--- src/rtl/trig_dly_pkg.sv ---
package trig_dly_pkg;
   localparam int BYTE_W = 8;
   typedef logic [BYTE_W-1:0] byte_t;
endpackage

--- src/rtl/tdly_regs.sv ---
module tdly_regs
   import trig_dly_pkg::*;
#(
   parameter int ADDR_W    = 8,
   parameter int DELAY_W   = 16,
   parameter int BASE_ADDR = 'h21
) (
   input  logic               clk,
   input  logic               rst_n,
   input  logic               wr_en,
   input  logic [ADDR_W-1:0]  addr,
   input  byte_t              wdata,
   output byte_t              rdata,
   output logic [DELAY_W-1:0] delay_val
);
   localparam int NBYTES = DELAY_W / BYTE_W;

   byte_t [NBYTES-1:0] bytes_q;
   logic  [NBYTES-1:0] hit;

   generate
      if ((DELAY_W % BYTE_W) != 0 || DELAY_W < BYTE_W) begin : g_bad_width
         $error("DELAY_W must be a non-zero multiple of the byte width");
      end
      if (BASE_ADDR + NBYTES > (1 << ADDR_W)) begin : g_bad_addr
         $error("register window exceeds the address space");
      end
      for (genvar b = 0; b < NBYTES; b++) begin : g_byte
         assign hit[b] = (addr == ADDR_W'(BASE_ADDR + b));
         always_ff @(posedge clk or negedge rst_n) begin
            if (!rst_n)                bytes_q[b] <= '0;
            else if (wr_en && hit[b])  bytes_q[b] <= wdata;
         end
         // a write lands in the addressed byte
         assert_byte_write_R2: assert property (@(posedge clk) disable iff (!rst_n)
            wr_en && hit[b] |=> bytes_q[b] == $past(wdata));
         // an unaddressed byte keeps its value
         assert_byte_keep_R2: assert property (@(posedge clk) disable iff (!rst_n)
            !(wr_en && hit[b]) |=> $stable(bytes_q[b]));
      end
   endgenerate

   always_comb begin
      rdata = '0;
      for (int b = 0; b < NBYTES; b++)
         if (hit[b]) rdata = bytes_q[b];
   end

   assign delay_val = bytes_q;

   // at most one byte decodes any address
   assert_decode_onehot_R2: assert property (@(posedge clk) disable iff (!rst_n)
      $onehot0(hit));
endmodule

--- src/rtl/tdly_count.sv ---
module tdly_count #(
   parameter int DELAY_W = 16
) (
   input  logic               clk,
   input  logic               rst_n,
   input  logic               trig,
   input  logic               tick,
   input  logic [DELAY_W-1:0] load_val,
   output logic               start_o,
   output logic               busy_o
);
   logic [DELAY_W-1:0] cnt_q;
   logic               busy_q, start_q;
   logic               at_end, fire;

   assign at_end = (cnt_q == '0);
   assign fire   = busy_q & tick & at_end;

   always_ff @(posedge clk or negedge rst_n) begin
      if (!rst_n) begin
         cnt_q   <= '0;
         busy_q  <= 1'b0;
         start_q <= 1'b0;
      end else begin
         start_q <= fire;
         if (busy_q) begin
            if (tick) begin
               if (at_end) busy_q <= 1'b0;
               else        cnt_q  <= cnt_q - 1'b1;
            end
         end else if (trig) begin
            cnt_q  <= load_val;
            busy_q <= 1'b1;
         end
      end
   end

   assign start_o = start_q;
   assign busy_o  = busy_q;

   // an idle trigger captures the value presented at the trigger edge
   assert_capture_R3: assert property (@(posedge clk) disable iff (!rst_n)
      !busy_q && trig |=> busy_q && cnt_q == $past(load_val));
   // strobe lasts a single clock
   assert_single_pulse_R4: assert property (@(posedge clk) disable iff (!rst_n)
      start_q |=> !start_q);
   // the count ends only together with a strobe
   assert_end_with_strobe_R4: assert property (@(posedge clk) disable iff (!rst_n)
      $fell(busy_q) |-> start_q);
   // without a tick the count is frozen, whatever writes or triggers occur
   assert_hold_no_tick_R6: assert property (@(posedge clk) disable iff (!rst_n)
      busy_q && !tick |=> busy_q && $stable(cnt_q));
   // no strobe can follow an idle cycle
   assert_idle_quiet_R8: assert property (@(posedge clk) disable iff (!rst_n)
      !busy_q |=> !start_q);
endmodule

--- src/rtl/trig_tx_delay.sv ---
module trig_tx_delay
   import trig_dly_pkg::*;
#(
   parameter int ADDR_W    = 8,
   parameter int DELAY_W   = 16,
   parameter int BASE_ADDR = 'h21
) (
   input  logic              clk,
   input  logic              rst_n,
   input  logic              bus_wr,
   input  logic [ADDR_W-1:0] bus_addr,
   input  logic [7:0]        bus_wdata,
   output logic [7:0]        bus_rdata,
   input  logic              bit_tick,
   input  logic              tx_trig,
   output logic              tx_start,
   output logic              delay_busy
);
   logic [DELAY_W-1:0] delay_val;

   tdly_regs #(
      .ADDR_W   (ADDR_W),
      .DELAY_W  (DELAY_W),
      .BASE_ADDR(BASE_ADDR)
   ) u_regs (
      .clk      (clk),
      .rst_n    (rst_n),
      .wr_en    (bus_wr),
      .addr     (bus_addr),
      .wdata    (bus_wdata),
      .rdata    (bus_rdata),
      .delay_val(delay_val)
   );

   tdly_count #(
      .DELAY_W(DELAY_W)
   ) u_count (
      .clk     (clk),
      .rst_n   (rst_n),
      .trig    (tx_trig),
      .tick    (bit_tick),
      .load_val(delay_val),
      .start_o (tx_start),
      .busy_o  (delay_busy)
   );

   // when the strobe is out, the channel is already idle
   assert_idle_at_strobe_R4: assert property (@(posedge clk) disable iff (!rst_n)
      tx_start |-> !delay_busy);
   // a busy trigger never starts a fresh count on its own
   assert_busy_trig_R7: assert property (@(posedge clk) disable iff (!rst_n)
      delay_busy && tx_trig && !bit_tick |=> delay_busy);
endmodule

--- config.mk ---
export PLATFORM = sky130hd
export DESIGN_NAME = trig_tx_delay
export DESIGN_NICKNAME = d
export VERILOG_FILES = /design/src/rtl/trig_dly_pkg.sv /design/src/rtl/tdly_regs.sv /design/src/rtl/tdly_count.sv /design/src/rtl/trig_tx_delay.sv
export SDC_FILE = /design/constraint.sdc
export NUM_CORES = 1
export LEC_CHECK = 0
export ABC_AREA = 1
export BUFFER_PORTS_ARGS = -buffer_cell sky130_fd_sc_hd__clkbuf_2
export CAP_MARGIN = 20
export CORE_ASPECT_RATIO = 1.4
export CORE_MARGIN = 3
export CORE_UTILIZATION = 45
export CTS_CLUSTER_SIZE = 20
export DETAILED_ROUTE_END_ITERATION = 10
export PLACE_DENSITY_LB_ADDON = 0.1
export SLEW_MARGIN = 5
export SYNTH_ARGS = -nofsm -noshare
export SYNTH_HDL_FRONTEND = slang
export SYNTH_SLANG_ARGS = --single-unit
--- constraint.sdc ---
create_clock -name clk -period 2.1 [get_ports clk]
set_input_delay 0.315 -clock clk [delete_from_list [all_inputs] [get_ports clk]]
set_output_delay 0.315 -clock clk [all_outputs]
set_load 0.005 [all_outputs]
==> out/summary.txt, run 1 <==
top cells by area, synth: dfrtp_1 41%, nand2_1 17%, nand3_1 7.5%
hold crit path type: primary input to asynchronous set/reset pin
setup slack after layout: 0.379 ns
Place WS: 0.388 ns
vias in the first global route: 1861
# fillers: 453
FF+latch count, synth: 34
initial drt markers: 95
first-pass GRT wire length: 8.56 mm
clock power share: 22.5%
post-CTS setup buffer count: 0
Final min period: 1.72 ns
distinct cell type count after synthesis: 26
Post-synth top cells: 92 x nand2_1, 40 x inv_1, 34 x dfrtp_1
initial antenna violation count: 0
Avg Inst Size Synth: 7.09 sq um
core area: 0.00434 sq mm
failing checks: hold timing
top_reg_cell synth: dfrtp_1
Setup Skew: 0.00199 ns
TritonRoute pass-1 iters: 4
final instance area: 0.00238 sq mm
Clock Pin Slew Worst Setup and Hold Paths: 0.07 ns
fin. max-slew vios: 0
I/O Pins: 31
cts hold-fix bufs: 0
total negative setup slack: 0 ns
clk root buf: clkbuf_8
crit-path cells: clkbuf_2 -> nor4_4 -> nand2_1 -> o21ai_0 -> clkbuf_2
area leader, netlist: dfrtp_1
top-count cell post-synth: nand2_1
P_leak: 1.22 nW
die area: 0.00548 sq mm
EDFF count, synth: 0
Max clock buf depth: 2
RSZ-0062 raised after global routing: no
Post-Layout Cell Count: 388
grt total ovfl: 0
status: complete, but fails checks
Int Pwr: 0.00136 W
Psw: 0.000894 W
most used cell, CP: clkbuf_2
routed len/inst: 12.5 microns
CP max FO: 7
synth warn: 0
dpl cells: 380
CTS resizes: 0
largest net degree at the start of global routing: 22
Post-Synthesis Cell Area: 0.00208 sq mm
cell depth of the worst flop-to-flop path: 9
Async SR Flop Fraction: 100%
Setup violations, final: 0
Final Hold Vio Count: 5
Clock Latency Late Sink: 0.28 ns
DRC: 0
TritonCTS buffer count: 5
CP max stage cell: nor4_4
max-cap violations: 0
GPL Wtd Cong: 0.808
Startpoint Class: primary input
worst-margin pin slew: 0.526 ns
critical path class: primary input to output port
period utilization: 82.0%
Hold Slack: -0.00371 ns
antenna-violating nets left: 0
vias per cell: 4.94
Max Clk Rate: 0.581 GHz
Port Buffer Count: 30
sequential share of the synthesized area: 41.0%
WP data arrival: 1.41 ns
crit path capture type: output port
top cell type's share of synthesized area: 41.0%
Layout area overhead: 14.5%
row count: 28
share of layout cells above drive strength 1: 19.2%
Clock Sinks: 34
CTS tree: yes
die span in y: 86.4 microns
Syn Inst Count: 293
Comb pwr share: 35.5%
Cell Pwr Density: 947 mW/mm^2
Sw Ratio: 39.7%
Placed Area: 0.00229 sq mm
post-layout net count: 349
antenna diode instance count: 0
All-Layer GR Usage: 19.8%
net count after synthesis: 315
Reg power frac: 42.0%
Via Count: 1916
initial cell density of the core: 47.8%
Die W: 63.4 microns
Peak VDD IR: 498 uV
# H-tree levels: 2
drt total wl: 4.85 mm
Worst slew margin: 64.6%
dpl hpwl: 3.69 mm
Worst Path Required: 1.78 ns
crit-path max cell delay: 0.43 ns
-- power by group through the flow --
stage          combinational, W  clock [W]  sequential [W]
2_1_floorplan          0.000646          0        0.000915
3_3_place_gp           0.000790          0        0.000956
3_5_place_dp           0.000801          0        0.000957
4_1_cts                0.000807   0.000523        0.000946
5_1_grt                0.000939   0.000553        0.000972
6_report               0.000799   0.000507        0.000946
-- layer usage --
| layer | share of wire, % | vias up | track usage (%) |
|---|---|---|---|
| met4 | 1.2 | 0 | 7.66 |
| met2 | 51 | 45 | 35.6 |
| met5 | 0 | - | 0 |
| met1 | 44 | 878 | 23.1 |
| li1 | - | 987 | - |
| met3 | 4.1 | 6 | 3.63 |
-- critical path, delay by kind of cell --
| family | cells | cell delay (ns) |
|---|---|---|
| and+or+nand+nor | 2 | 0.65 |
| buffers and inverters | 2 | 0.24 |
| AOI/OAI and AO/OA | 1 | 0.20 |
-- stage by stage --
step / total power (W) / util, %
floorplan: 0.00156 / -
global placement: 0.00175 / 52.6
detailed placement: 0.00176 / 52.6
CTS: 0.00228 / 54.7
global route: 0.00246 / 54.7
finish: 0.00225 / 54.7
-- state kept, by name, indices dropped and copies added (netlist names) --
register and cells:
u_count.cnt_q 16, u_count.busy_o 1, u_regs.delay_val 16, u_count.start_o 1
-- cell type report --
cell class,instances,area [sq um],share of cell area [%]
tap,60,75.1,3.16
timing repair buffer,35,188,7.89
inverter,41,154,6.47
clock inverter,1,5.00,0.211
sequential,34,851,35.8
multi-input combinational,210,1020,42.8
clock buffer,7,86.3,3.63
-- path summary, 6_finish.rpt --
kind / start / end / slack, ns
min in group clk: bit_tick / u_count.start_o / 0.25
max reg2reg: u_count.cnt_q[0] / u_count.cnt_q[5] / 0.40
max: bus_addr[4] / bus_rdata[6] / 0.38
min: rst_n / u_count.cnt_q[1] / -0.004
min reg2reg: u_regs.delay_val[7] / u_regs.delay_val[7] / 0.49
max in group asynchronous: rst_n / u_count.cnt_q[11] / 1.58
-- cells in the final DEF, fill, tap and decap left out --
| cell | count |
|---|---|
| clkbuf_1 | 1 |
| ha_1 | 1 |
| o21ai_1 | 8 |
| nor2_2 | 1 |
| o21ai_2 | 8 |
| o21ai_0 | 16 |
| clkbuf_8 | 6 |
| nand3_2 | 2 |
| inv_2 | 1 |
| nor2_1 | 31 |
| or2_2 | 1 |
| buf_4 | 5 |
| nand2_2 | 3 |
| nand2_1 | 92 |
| nand3b_1 | 2 |
| inv_1 | 40 |
| nor2_4 | 1 |
| xor2_1 | 1 |
| nand3_4 | 1 |
| o22ai_1 | 2 |
| dfrtp_1 | 34 |
| clkbuf_2 | 30 |
| nor4_4 | 2 |
| clkinv_2 | 1 |
| nand3_1 | 31 |
| nor3_2 | 1 |
| a21oi_1 | 6 |
-- kinds of logic after synthesis --
group / count (synthesis) / synth area share (%)
fa+ha+maj: 1 / 0.602
xor+xnor: 1 / 0.422
flops: 34 / 41.0
compound gates: 40 / 11.2
buf+inv: 49 / 10.0
simple gates: 168 / 36.8
(Power assumes the default switching activity.)
==> inputs of run 2 (changes only) <==
==> constraint.sdc (replaced) <==
create_clock -name clk -period 1.5 [get_ports clk]
set_input_delay 0.225 -clock clk [delete_from_list [all_inputs] [get_ports clk]]
set_output_delay 0.225 -clock clk [all_outputs]
set_load 0.005 [all_outputs]
==> run 2 against run 1 <==
The run now ends clean; wire length up 1.8%; clock skew up 0.0097 ns; count of clock-buffer cells in the layout unchanged; core utilization up 5.8 points; sequential share of layout area down 3.4 points; critical endpoint is now bus_rdata[2]; highest routed layer unchanged.
==> out/summary.txt, run 2 (same netlist as run 1, synthesis figures left out) <==
status: finished clean (was complete, but fails checks)
met2 Resource Use GR: 37.5% (was 35.6%)
grt total ovfl: 0 (unchanged)
crit path capture type: output port (unchanged)
first-pass GRT wire length: 8.76 mm (was 8.56 mm)
Worst Setup SP: bus_addr[4] (unchanged)
antenna-violating nets left: 0 (unchanged)
dpl cells: 400 (was 380)
period utilization: 97.5%
Startpoint Class: primary input (unchanged)
Sw Ratio: 37.7% (was 39.7%)
hold crit path type: primary input to flop (was primary input to asynchronous set/reset pin)
I/O Pins: 31 (unchanged)
clk root buf: clkbuf_8 (unchanged)
cell depth of the worst flop-to-flop path: 7 (was 9)
largest net degree at the start of global routing: 35 (was 22)
Reg power frac: 35.4% (was 42.0%)
worst-margin pin slew: 0.447 ns (was 0.526 ns)
initial drt markers: 88 (was 95)
Placed Area: 0.00245 sq mm (was 0.00229 sq mm)
Psw: 0.00139 W (was 0.000894 W)
WP data arrival: 1.24 ns (was 1.41 ns)
# fillers: 457 (was 453)
initial antenna violation count: 0 (unchanged)
vias per cell: 4.87 (was 4.94)
min-delay src: bit_tick
drt total wl: 4.94 mm (was 4.85 mm)
critical path class: primary input to output port (unchanged)
Clock Sinks: 34 (unchanged)
die area: 0.00548 sq mm (unchanged)
Cell Pwr Density: 1400 mW/mm^2 (was 947 mW/mm^2)
vias in the first global route: 2030 (was 1861)
post-layout net count: 370 (was 349)
Worst slew margin: 70.2% (was 64.6%)
P_leak: 1.34 nW (was 1.22 nW)
most common cell after layout, fill and taps aside: nand2_1 (unchanged)
DRC: 0 (unchanged)
Post-Layout Cell Count: 409 (was 388)
grt peak-use layer: met2 (unchanged)
Peak VDD IR: 694 uV (was 498 uV)
# H-tree levels: 2 (unchanged)
initial cell density of the core: 47.8% (unchanged)
Hold Slack: 0.163 ns (was -0.00371 ns)
routed len/inst: 12.1 microns (was 12.5 microns)
Setup violations, final: 0 (unchanged)
post-CTS setup buffer count: 0 (unchanged)
Hold Path Sink: u_count.start_o
Port Buffer Count: 30 (unchanged)
All-Layer GR Usage: 20.0% (was 19.8%)
clock power share: 22.6% (was 22.5%)
crit-path cells: clkbuf_2 -> nor4_4 -> buf_6 -> nand2_1 -> o22ai_1 -> clkbuf_2 (was clkbuf_2 -> nor4_4 -> nand2_1 -> o21ai_0 -> clkbuf_2)
Int Pwr: 0.00230 W (was 0.00136 W)
max-cap violations: 0 (unchanged)
TritonCTS buffer count: 5 (unchanged)
CTS tree: yes (unchanged)
Clock Latency Late Sink: 0.28 ns (about the same)
antenna diode instance count: 0 (unchanged)
R2R Path End: u_count.cnt_q[3] (was u_count.cnt_q[5])
GPL Wtd Cong: 0.862 (was 0.808)
routing usage on met1: 23.6% (was 23.1%)
Max clock buf depth: 2 (unchanged)
share of layout cells above drive strength 1: 27.2% (was 19.2%)
Max Clk Rate: 0.684 GHz
Via Count: 1990 (was 1916)
most frequent cells in the layout: 90 x nand2_1, 39 x inv_1, 33 x dfrtp_1, 30 x clkbuf_2, 29 x nand3_1 (was 92 x nand2_1, 40 x inv_1, 34 x dfrtp_1, 31 x nand3_1, 31 x nor2_1)
fin. max-slew vios: 0 (unchanged)
RSZ-0062 raised after global routing: yes (was no)
Die W: 63.4 microns (unchanged)
Comb pwr share: 42.1% (was 35.5%)
TritonRoute pass-1 iters: 4 (unchanged)
grt met3 use: 2.72% (was 3.63%)
RR Startpoint: u_count.busy_o (was u_count.cnt_q[0])
Final Hold Vio Count: 0 (was 5)
Setup Skew: 0.0117 ns (was 0.00199 ns)
most used cell, CP: clkbuf_2 (unchanged)
Total Power: 0.00368 W (was 0.00225 W)
die span in y: 86.4 microns (unchanged)
dpl hpwl: 3.77 mm (was 3.69 mm)
Layout area overhead: 26.6% (was 14.5%)
Final min period: 1.46 ns
flop-to-flop setup slack: 0.09 ns (was 0.40 ns)
Hold Path Depth: 3
core area: 0.00434 sq mm (unchanged)
CP max stage cell: nor4_4 (unchanged)
final instance area: 0.00263 sq mm (was 0.00238 sq mm)
Finished Core Util: 60.5% (was 54.7%)
CP max FO: 11 (was 7)
row count: 28 (unchanged)
crit-path max cell delay: 0.32 ns (was 0.43 ns)
Clock Pin Slew Worst Setup and Hold Paths: 0.07 ns (about the same)
Worst Path Required: 1.27 ns (was 1.78 ns)
-- run 2: cell count changes in the layout (fill, tap and decap cells not counted), moves of 4 or more --
cell	change
buf_4	+15
o21ai_0	-8
o21ai_1	+8
nor2_1	-6
nor2_2	+5
buf_6	+4
-- run 2: layer usage --
| layer | wire length (microns) | share of wire [%] |
|---|---|---|
| met1 | 2170 | 44 |
| met2 | 2550 | 52 |
| met3 | 158 | 3.2 |
| met4 | 55 | 1.1 |
| met5 | 0 | 0 |
-- run 2: repair_timing --
action	4_1_cts	5_1_grt
hold buffers	1	0
endpoints found under the hold margin	33	0
setup endpoints to repair	1	22
resized for setup	0	30
pin swaps	0	2
-- run 2: worst max-delay path by stage --
| stage | end | slack (ns) | depth (start not counted) |
|---|---|---|---|
| after floorplan | u_count.cnt_q[10] | 0.0007 | 10 |
| final | bus_rdata[2] | 0.04 | 6 |
| after CTS | u_count.cnt_q[3] | -0.009 | 9 |
| after detailed placement | u_count.cnt_q[3] | 0.006 | 9 |
| after global routing | u_count.cnt_q[5] | -0.03 | 9 |
| after global placement | u_count.cnt_q[7] | -0.001 | 10 |
-- run 2: area by class of cell --
cell class	count	area, sq um	share of cell area, %
clock buffer	7	76.3	2.90
clock inverter	1	30.0	1.14
inverter	41	159	6.04
multi-input combinational	210	1060	40.4
sequential	34	852	32.4
tap	60	75.1	2.86
timing repair buffer	56	375	14.3
-- run 2: worst max-delay path: cells and delay by family --
family	cells	cell delay, ns
AND/OR/NAND/NOR	2	0.41
AO/OA/AOI/OAI	1	0.16
buffers and inverters	3	0.45
-- run 2: per-stage QoR --
step	setup slack, ns	TNS [ns]
6_report	0.0375	0
5_1_grt	-0.0302	-0.0858
4_1_cts	-0.00945	-0.00945
3_5_place_dp	0.00621	0
3_3_place_gp	-0.00141	-0.00141
2_1_floorplan	0.000694	0
-- run 2: power groups by stage --
stage / registers (W) / logic [W] / clock network (W)
5_1_grt: 0.00133 / 0.00178 / 0.000893
3_5_place_dp: 0.00130 / 0.00145 / 0
4_1_cts: 0.00128 / 0.00146 / 0.000849
3_3_place_gp: 0.00129 / 0.00143 / 0
6_report: 0.00130 / 0.00155 / 0.000830
2_1_floorplan: 0.00128 / 0.000904 / 0
==> inputs of run 3 (changes only) <==
--- a/config.mk
+++ b/config.mk
@@ -14,6 +14,7 @@
 export CTS_CLUSTER_SIZE = 20
 export DETAILED_ROUTE_END_ITERATION = 10
 export PLACE_DENSITY_LB_ADDON = 0.1
+export RECOVER_POWER = 50
 export SLEW_MARGIN = 5
 export SYNTH_ARGS = -nofsm -noshare
 export SYNTH_HDL_FRONTEND = slang
==> run 3 against run 2 <==
Cell count did not move; wire length about the same; count of clock-buffer cells in the layout unchanged; combinational power barely moved.
==> out/summary.txt, run 3 (same netlist as run 1, synthesis figures left out) <==
status: finished clean (unchanged)
Clock Pin Slew Worst Setup and Hold Paths: 0.07 ns (about the same)
RSZ-0062 raised after global routing: yes (unchanged)
Cell Pwr Density: 1400 mW/mm^2 (about the same)
antenna-violating nets left: 0 (unchanged)
Multi-input gate area: 0.00106 sq mm (unchanged)
hold crit path type: primary input to flop (unchanged)
CTS tree: yes (unchanged)
antenna diode instance count: 0 (unchanged)
CP max stage cell: nor4_4 (unchanged)
period utilization: 97.5% (unchanged)
Max Clk Rate: 0.684 GHz (unchanged)
core area: 0.00434 sq mm (unchanged)
Setup Skew: 0.0117 ns (unchanged)
dpl hpwl: 3.77 mm (unchanged)
CP max FO: 11 (unchanged)
vias per cell: 4.87 (unchanged)
crit-path max cell delay: 0.32 ns (about the same)
vias in the first global route: 2030 (unchanged)
Worst slew margin: 42.4% (was 70.2%)
most common cell after layout, fill and taps aside: nand2_1 (unchanged)
initial antenna violation count: 0 (unchanged)
Final min period: 1.46 ns (unchanged)
Clock Sinks: 34 (unchanged)
max-cap violations: 0 (unchanged)
Post-Layout Cell Count: 409 (unchanged)
storage element area: 852 sq um (unchanged)
crit path capture type: output port (unchanged)
Startpoint Class: primary input (unchanged)
die area: 0.00548 sq mm (unchanged)
share of layout cells above drive strength 1: 27.2% (unchanged)
first-pass GRT wire length: 8.76 mm (unchanged)
grt met3 use: 2.72% (unchanged)
largest net degree at the start of global routing: 35 (unchanged)
Worst Path Required: 1.27 ns (about the same)
WP data arrival: 1.24 ns (about the same)
die span in y: 86.4 microns (unchanged)
worst-margin pin slew: 0.864 ns (was 0.447 ns)
grt total ovfl: 0 (unchanged)
TritonCTS buffer count: 5 (unchanged)
grt peak-use layer: met2 (unchanged)
Final Hold Vio Count: 0 (unchanged)
Worst Setup SP: bus_addr[4] (unchanged)
All-Layer GR Usage: 20.0% (unchanged)
TritonRoute pass-1 iters: 4 (unchanged)
# H-tree levels: 2 (unchanged)
Port Buffer Count: 30 (unchanged)
most frequent cells in the layout: 90 x nand2_1, 39 x inv_1, 33 x dfrtp_1, 31 x clkbuf_2, 29 x nand3_1 (was 90 x nand2_1, 39 x inv_1, 33 x dfrtp_1, 30 x clkbuf_2, 29 x nand3_1)
GPL Wtd Cong: 0.862 (unchanged)
Max clock buf depth: 2 (unchanged)
crit-path cells: clkbuf_2 -> nor4_4 -> buf_6 -> nand2_1 -> o22ai_1 -> clkbuf_2 (unchanged)
clk root buf: clkbuf_8 (unchanged)
routing usage on met1: 23.6% (unchanged)
Layout area overhead: 26.4% (was 26.6%)
min-delay src: bit_tick (unchanged)
initial drt markers: 88 (unchanged)
critical path class: primary input to output port (unchanged)
row count: 28 (unchanged)
Total Power: 0.00368 W (about the same)
Peak VDD IR: 694 uV (about the same)
Die W: 63.4 microns (unchanged)
fin. max-slew vios: 0 (unchanged)
Clock Latency Late Sink: 0.28 ns (about the same)
DRC: 0 (unchanged)
I/O Pins: 31 (unchanged)
post-layout net count: 370 (unchanged)
Via Count: 1990 (unchanged)
routed len/inst: 12.1 microns (about the same)
initial cell density of the core: 47.8% (unchanged)
# fillers: 458 (was 457)
RR Startpoint: u_count.busy_o (unchanged)
P_leak: 1.34 nW (about the same)
Setup violations, final: 0 (unchanged)
met2 Resource Use GR: 37.5% (unchanged)
most used cell, CP: clkbuf_2 (unchanged)
drt total wl: 4.94 mm (about the same)
dpl cells: 400 (unchanged)
-- run 3: cell types whose count changed in the layout (fill, tap and decap cells not counted), sizes merged --
| cell | change |
|---|---|
| clkbuf | +1 |
| buf | -1 |
-- run 3: worst paths after layout --
check / endpoint / slack, ns / cells past startpoint
worst max-delay path: bus_rdata[2] / 0.04 / 6
worst min-delay path: u_count.start_o / 0.16 / 3
worst max register to register: u_count.cnt_q[3] / 0.09 / 7
worst min register to register: u_regs.delay_val[7] / 0.49 / 2
max in group asynchronous: u_count.busy_o / 0.26 / 3
min in group asynchronous: u_count.start_o / 0.66 / 3
-- run 3: metal layers --
layer	routed length, microns	share of wire (%)
met3	158	3.2
met5	0	0
met2	2550	52
met4	55	1.1
met1	2170	44
-- run 3: final cells by class --
type,count,area share [%]
Multi-Input combinational cell,210,40.4
Clock inverter,1,1.14
Clock buffer,7,2.91
Inverter,41,6.05
Sequential cell,34,32.4
Timing Repair Buffer,56,14.2
Tap cell,60,2.86
-- run 3: power breakdown --
| group | leakage [nW] | internal (W) | switching [W] |
|---|---|---|---|
| combinational | 0.836 | 0.000675 | 0.000874 |
| sequential | 0.447 | 0.00112 | 0.000180 |
| clock | 0.0524 | 0.000497 | 0.000333 |
-- run 3: stage by stage --
stage | TNS (ns) | hold WS (ns) | setup slack, ns | util (%) | area [sq um]
final | 0 | 0.163 | 0.0375 | 60.5 | 2630
after global routing | -0.0858 | 0.186 | -0.0302 | 60.5 | 2630
after CTS | -0.00945 | 0.160 | -0.00945 | 59.0 | 2560
after detailed placement | 0 | 0.290 | 0.00621 | 56.4 | 2450
after global placement | -0.00141 | 0.291 | -0.00141 | 56.4 | 2450
after floorplan | 0 | -0.0706 | 0.000694 | - | 2080
-- run 3: critical path, delay by kind of cell --
kind                   cells  cell delay [ns]
AND/OR/NAND/NOR            2             0.41
buffers and inverters      3             0.45
AO/OA/AOI/OAI              1             0.16
-- run 3: what timing repair did --
action | 4_1_cts | 5_1_grt
setup endpoints to repair | 1 | 22
pin swaps | 0 | 2
hold buffers | 1 | 0
hold endpoints to repair | 33 | 0
cloned | 0 | 0
gates resized for setup | 0 | 30
buffers inserted | 0 | 0
